### config.mk
export PLATFORM = sky130hd
export DESIGN_NAME = quad_index_counter
export DESIGN_NICKNAME = d
export VERILOG_FILES = /design/src/rtl/qic_pkg.sv /design/src/rtl/qic_sync.sv /design/src/rtl/qic_quad_dec.sv /design/src/rtl/qic_index.sv /design/src/rtl/qic_core.sv /design/src/rtl/quad_index_counter.sv
export SDC_FILE = /design/constraint.sdc
export NUM_CORES = 1
export LEC_CHECK = 0
export CAP_MARGIN = 20
export CORE_ASPECT_RATIO = 1.2
export CORE_UTILIZATION = 50
export CTS_CLUSTER_DIAMETER = 120
export DETAILED_ROUTE_END_ITERATION = 8
export HOLD_SLACK_MARGIN = 0.08
export MAX_ROUTING_LAYER = met4
export PLACE_DENSITY = 0.74
export SYNTH_ARGS = -nofsm -noshare
export SYNTH_HDL_FRONTEND = slang
export SYNTH_SLANG_ARGS = --single-unit
### constraint.sdc
create_clock -name clk -period 1.25 [get_ports clk]
set_clock_uncertainty 0.1 [all_clocks]
set_input_delay 0.25 -clock clk [delete_from_list [all_inputs] [get_ports clk]]
set_output_delay 0.25 -clock clk [all_outputs]
set_load 0.05 [all_outputs]
### src/rtl/qic_pkg.sv
package qic_pkg;
  // One decoded quadrature step: valid when exactly one phase moved.
  typedef struct packed {
    logic valid;
    logic up;
  } qstep_t;

  localparam int unsigned SYNC_STAGES_DEF = 2;
endpackage

### src/rtl/qic_sync.sv
module qic_sync #(
  parameter int unsigned W      = 3,
  parameter int unsigned STAGES = 2
) (
  input  logic         clk,
  input  logic         rst_n,
  input  logic [W-1:0] d,
  output logic [W-1:0] q
);
  logic [W-1:0] stage_q [STAGES];

  for (genvar i = 0; i < STAGES; i++) begin : g_stage
    if (i == 0) begin : g_first
      always_ff @(posedge clk or negedge rst_n) begin
        if (!rst_n) stage_q[i] <= '0;
        else        stage_q[i] <= d;
      end
    end else begin : g_rest
      always_ff @(posedge clk or negedge rst_n) begin
        if (!rst_n) stage_q[i] <= '0;
        else        stage_q[i] <= stage_q[i-1];
      end
    end
  end

  assign q = stage_q[STAGES-1];
endmodule

### src/rtl/qic_quad_dec.sv
module qic_quad_dec
  import qic_pkg::*;
(
  input  logic   clk,
  input  logic   rst_n,
  input  logic   a,
  input  logic   b,
  output qstep_t step
);
  logic a_prev, b_prev;
  logic a_moved, b_moved;

  always_comb begin
    a_moved    = a ^ a_prev;
    b_moved    = b ^ b_prev;
    step.valid = a_moved ^ b_moved;
    // Gray order 00,10,11,01: new A differing from old B means forward.
    step.up    = a ^ b_prev;
  end

  always_ff @(posedge clk or negedge rst_n) begin
    if (!rst_n) begin
      a_prev <= 1'b0;
      b_prev <= 1'b0;
    end else begin
      a_prev <= a;
      b_prev <= b;
    end
  end
endmodule

### src/rtl/qic_index.sv
module qic_index (
  input  logic clk,
  input  logic rst_n,
  input  logic z,
  input  logic index_en,
  input  logic index_rise,
  input  logic tick,
  output logic pending,
  output logic fire
);
  logic z_prev;
  logic z_edge;
  logic pending_nxt;

  always_comb begin
    z_edge = index_rise ? (z & ~z_prev) : (~z & z_prev);
    fire   = tick & pending & index_en;
    if (!index_en)   pending_nxt = 1'b0;
    else if (z_edge) pending_nxt = 1'b1;
    else if (fire)   pending_nxt = 1'b0;
    else             pending_nxt = pending;
  end

  always_ff @(posedge clk or negedge rst_n) begin
    if (!rst_n) begin
      z_prev  <= 1'b0;
      pending <= 1'b0;
    end else begin
      z_prev  <= z;
      pending <= pending_nxt;
    end
  end
endmodule

### src/rtl/qic_core.sv
module qic_core
  import qic_pkg::*;
#(
  parameter int unsigned CNT_W = 16
) (
  input  logic             clk,
  input  logic             rst_n,
  input  qstep_t           step,
  input  logic             fire,
  input  logic [CNT_W-1:0] reload_val,
  output logic [CNT_W-1:0] count,
  output logic             wrap_evt,
  output logic             wrap_flag,
  output logic             irq
);
  localparam logic [CNT_W-1:0] CNT_MAX = {CNT_W{1'b1}};
  localparam int unsigned      OWED_W  = 2;

  logic [CNT_W-1:0]  count_nxt;
  logic [OWED_W-1:0] owed, owed_nxt;
  logic [OWED_W:0]   owed_sum;
  logic              count_en;

  always_comb begin
    wrap_evt = step.valid &
               ((step.up & (count == CNT_MAX)) | (~step.up & (count == '0)));
    count_en = fire | step.valid;
    if (fire)         count_nxt = reload_val;
    else if (step.up) count_nxt = count + CNT_W'(1);
    else              count_nxt = count - CNT_W'(1);

    // One owed interrupt cycle per event; one is paid out each cycle.
    owed_sum = {1'b0, owed} - {{OWED_W{1'b0}}, (owed != '0)}
             + {{OWED_W{1'b0}}, wrap_evt} + {{OWED_W{1'b0}}, fire};
    owed_nxt = owed_sum[OWED_W] ? {OWED_W{1'b1}} : owed_sum[OWED_W-1:0];
  end

  always_ff @(posedge clk or negedge rst_n) begin
    if (!rst_n)        count <= '0;
    else if (count_en) count <= count_nxt;
  end

  always_ff @(posedge clk or negedge rst_n) begin
    if (!rst_n) begin
      wrap_flag <= 1'b0;
      owed      <= '0;
    end else begin
      wrap_flag <= wrap_evt;
      owed      <= owed_nxt;
    end
  end

  assign irq = (owed != '0);
endmodule

### src/rtl/quad_index_counter.sv
module quad_index_counter
  import qic_pkg::*;
#(
  parameter int unsigned CNT_W       = 16,
  parameter int unsigned SYNC_STAGES = SYNC_STAGES_DEF
) (
  input  logic             clk,
  input  logic             rst_n,
  input  logic             phase_a,
  input  logic             phase_b,
  input  logic             index_z,
  input  logic             tick,
  input  logic             index_en,
  input  logic             index_rise,
  input  logic [CNT_W-1:0] reload_val,
  output logic [CNT_W-1:0] count,
  output logic             wrap_flag,
  output logic             irq
);
  localparam int unsigned RST_STAGES = 2;

  logic [RST_STAGES-1:0] rst_pipe;
  logic                  rst_sn;
  logic [2:0]            pins_s;
  qstep_t                step;
  logic                  pending;
  logic                  fire;
  logic                  wrap_evt;

  always_ff @(posedge clk or negedge rst_n) begin
    if (!rst_n) rst_pipe <= '0;
    else        rst_pipe <= {rst_pipe[RST_STAGES-2:0], 1'b1};
  end
  assign rst_sn = rst_pipe[RST_STAGES-1];

  qic_sync #(.W(3), .STAGES(SYNC_STAGES)) u_sync (
    .clk   (clk),
    .rst_n (rst_sn),
    .d     ({index_z, phase_b, phase_a}),
    .q     (pins_s)
  );

  qic_quad_dec u_dec (
    .clk   (clk),
    .rst_n (rst_sn),
    .a     (pins_s[0]),
    .b     (pins_s[1]),
    .step  (step)
  );

  qic_index u_idx (
    .clk        (clk),
    .rst_n      (rst_sn),
    .z          (pins_s[2]),
    .index_en   (index_en),
    .index_rise (index_rise),
    .tick       (tick),
    .pending    (pending),
    .fire       (fire)
  );

  qic_core #(.CNT_W(CNT_W)) u_core (
    .clk        (clk),
    .rst_n      (rst_sn),
    .step       (step),
    .fire       (fire),
    .reload_val (reload_val),
    .count      (count),
    .wrap_evt   (wrap_evt),
    .wrap_flag  (wrap_flag),
    .irq        (irq)
  );
endmodule

==> results.cfg, run 1 <==
[synth]
syn_area_mm2 = 0.00202
ys_warn_count = 0
avgSynthCellArea_um2 = 9.12
synthTopCellsByArea = dfrtp_1 (38%), ha_1 (9.3%), a21oi_1 (5.2%)
synth_top_area_share_pct = 38.5
synthCells = 221
ys_types = 42
ys_ff_latch = 31
synthesis.nets = 263
yosysSeqAreaShare_pct = 38.5
synth.largest_area_cell = dfrtp_1

[floorplanning]
io_pins = 42
die_y_um = 71.6
die_w_um = 60.0
rows = 24
start_util_pct = 53.7

[placed_design]
portBuffers = 41
globalplace.congestion = 0.886
dp_hpwl_um = 4960
place_area_mm2 = 0.00329
dp_slack_ns = -1.46

[clock_network]
cts_sinks = 31
cts-resized-gates = 70
root_buffer = clkbuf_8
cts_hold_buf = 1
numCtsBuffers = 5
postCtsSetupRepairBufs = 29
clk_path_buf_depth = 2
h-tree-depth = 2

[run_status]
status = aborted with a tool error
error_line = [ERROR DPL-0038] Utilization greater than 100%, impossible to legalize
lastStage = 4_1_cts
==> logic make-up after synthesis <==
| group | count (synthesis) | synth area share (%) |
|---|---|---|
| buffers and inverters | 19 | 3.66 |
| xor gates and xnor gates | 19 | 8.26 |
| DFF | 31 | 38.5 |
| and+or+nand+nor | 71 | 17.0 |
| adders and majority gates | 18 | 12.3 |
| muxes | 1 | 0.497 |
| other | 1 | 0.186 |
| AOI/OAI and AO/OA | 61 | 19.6 |
==> synthesized netlist by cell type (all sizes together) <==
cell type  number
or2             1
nand4           6
o21ai          15
ha             15
and3            2
fa              3
xnor2          12
a221o           1
buf             2
and2            1
nor3            2
conb            1
inv            11
nand3           3
nor2           18
nand2          23
o2111ai         1
a31oi           4
a221oi          1
clkbuf          5
nand2b          4
a211oi          3
nor2b           4
a21o            4
dfrtp          31
o21bai          1
a21oi          21
o211ai          4
nor4            5
o31ai           1
xor2            7
clkinv          1
and4            1
o221a           2
o221ai          2
mux2i           1
o31a            1
or3             1
==> through the flow <==
step	cells	utilization, %	TNS [ns]
3_3_place_gp	367	87.6	-18.45
3_5_place_dp	367	87.6	-19.73
2_1_floorplan	221	-	-17.51
==> inputs of run 2 (changes only) <==
- CORE_ASPECT_RATIO: 1.2 -> unset
- CORE_UTILIZATION: 50 -> 35
- CTS_CLUSTER_DIAMETER: 120 -> unset
- HOLD_SLACK_MARGIN: 0.08 -> unset
- MAX_ROUTING_LAYER: met4 -> unset
- PLACE_DENSITY: 0.74 -> unset
- PLACE_DENSITY_LB_ADDON: unset -> 0.15
==> results.cfg, run 2 <==
[worst_setup_path]
start_kind = register
cp-startpoint = u_dec.b_prev
arrival_ns = 2.76
path_max_fanout = 7
worstSetupPathType = reg -> reg
crit-reg2reg-launch = u_dec.b_prev
worstReg2RegEnd = u_core.count[15]
cp-end-kind = register
rrSetupSlack_ns = -1.42
cp-endpoint = u_core.count[15]
r2r_cells = 10
crit_required_ns = 1.35

[clock_network]
cts_hold_buf = 0
numCtsBuffers = 5
cts_tree = done
clk_latency_ns = 0.28
clk_pin_slew_ns = 0.06
root_buffer = clkbuf_8
clk_path_buf_depth = 2
h-tree-depth = 2
cts_sinks = 31

[global_routing]
grt_pass1_vias = 2378
grt_antenna_before_repair = 0
grt.total_usage_pct = 24.2
grt_max_degree = 30
gr-total-overflow = 0
grt_first_pass_wirelength_um = 11200

[pwr]
clkPwrFrac_pct = 8.1
power_density_mw_per_mm2 = 3070
p_leak_nw = 1.73
switching_share_pct = 42.8
p_sw_mw = 5.38
combPwrFrac_pct = 78.0
irDropWorstVdd_mv = 2.16
intPower_mw = 7.18
p_seq_share_pct = 13.9

[final_layout]
syn_to_final_growth_pct = 103
regMostFlops = u_core.count
num-fill-cells = 368
final_cell_mix = buf_4 (44), buf_6 (36), clkdlybuf4s50_1 (23)
nets = 387
layout_commonest_cell = buf_4
final_util_pct = 73.7
final_cells = 418
largest_reg_flops = 16
drive_above_1_share_pct = 55.8
diodes = 0
final_area_mm2 = 0.00408

[timing]
slew_headroom_pct = 65.8
slew_violations = 0
hold_violations = 0
whs_ns = 0.0239
max_freq_mhz = 375
setup_slack_ns = -1.42
rsz0062_at_grt = yes
setup_viol_count_final = 36
tightest_slew_ns = 0.509
period_share_pct = 214
period_minus_slack_ns = 2.67

[synth]
synth.most_common_cell = dfrtp_1
async_flop_share_pct = 100
synthTopCellsByCount = dfrtp_1 (31), nand2_1 (23), a21oi_1 (21)
syn_area_mm2 = 0.00202
ys_warn_count = 0
synthesis.nets = 263
avgSynthCellArea_um2 = 9.12
synth_top_area_share_pct = 38.5
ys_types = 42
synth-edff-count = 0
ys.flop_type = dfrtp_1
synth.largest_area_cell = dfrtp_1
synthCells = 221
synthTopCellsByArea = dfrtp_1 (38%), ha_1 (9.3%), a21oi_1 (5.2%)
ys_ff_latch = 31
yosysSeqAreaShare_pct = 38.5

[floorplanning]
coreArea_mm2 = 0.00554
die_area_mm2 = 0.00607
die_w_um = 77.9
start_util_pct = 36.4
rows = 27
io_pins = 42
die_y_um = 77.9

[placed_design]
dp.cells = 388
dp_slack_ns = -1.46
portBuffers = 41
place_area_mm2 = 0.00332
dp_hpwl_um = 4540
globalplace.congestion = 0.893

[drt]
viasPerCell = 5.39
wl_um = 7350
ant_nets = 0
first_iter_violations = 87
drc_errors = 0
first_pass_iters = 4
wl_per_cell_um = 17.6
routed-via-count = 2255

[worst_hold_path]
holdCritPathClass = in -> async

[run_status]
status = finished with violations
violations = setup timing

[run]
maxCapViolations = 0
run 2: cell counts after synthesis:
Identical to the previous run, type by type.
run 2: layout make-up:
type	count	area (um2)	area share [%]
multi-input cells	171	1660	40.7
repair buffers	123	1350	33.1
flip-flops and latches	31	796	19.5
well taps	72	90.1	2.21
clock buffers	6	82.6	2.02
inverters	12	58.8	1.44
clock inverters	2	35.0	0.858
repair inverters	1	8.76	0.214
run 2: per-stage QoR:
stage / setup TNS (ns) / total power, mW
floorplan: -17.51 / 5.74
global placement: -18.96 / 8.80
detailed placement: -19.87 / 8.93
CTS: -21.32 / 11.4
global route: -24.17 / 13.2
finish: -21.66 / 12.6
run 2: how the worst min path moves through the flow:
stage / slack (ns) / end / cells past startpoint
final: 0.02 / rst_pipe[0] / 1
after global routing: 0.02 / rst_pipe[0] / 1
after CTS: 0.02 / rst_pipe[0] / 1
after detailed placement: 0.16 / u_sync.q[2] / 1
after global placement: 0.15 / u_core.owed[0] / 1
after floorplan: -0.15 / rst_pipe[0] / 0
run 2: per-layer routing:
layer,vias to the layer above,wire length (um),track usage (%)
met5,-,0,0
met4,0,230,11.3
met3,21,358,5.06
met2,89,3840,42.3
met1,1105,2920,28.1
li1,1040,-,-
run 2: power groups by stage:
stage	Sequential, mW	Combinational, mW	Clock (mW)
4_1_cts	1.72	8.59	1.05
6_report	1.74	9.79	1.02
5_1_grt	1.77	10.3	1.10
3_3_place_gp	1.63	7.17	0
3_5_place_dp	1.65	7.28	0
2_1_floorplan	2.72	3.03	0
run 2: cells by family after synthesis:
kind of cell	after synthesis	share of synthesized area, %
AO/OA/AOI/OAI	61	19.6
XOR/XNOR	19	8.26
adder cells (fa/ha/maj)	18	12.3
buffers and inverters	19	3.66
flip-flops	31	38.5
multiplexers	1	0.497
other	1	0.186
AND/OR/NAND/NOR	71	17.0
run 2: timing repair:
action                                  4_1_cts  5_1_grt
resized for setup                            64       46
cloned                                        2        0
pin swaps                                    37       27
endpoints found under the setup margin       36       36
setup buffers                                18       14
run 2: critical path, stage by stage (launching register included):
cell	delay, ns
dfrtp_1	0.40
xor2_2	0.19
bufinv_8	0.24
ha_4	0.29
o211ai_1	0.13
o211ai_2	0.26
nand3_4	0.16
o31ai_4	0.20
xnor2_1	0.11
or3_1	0.32
a31oi_1	0.17
Note: power is estimated with default switching activity, not from simulation.
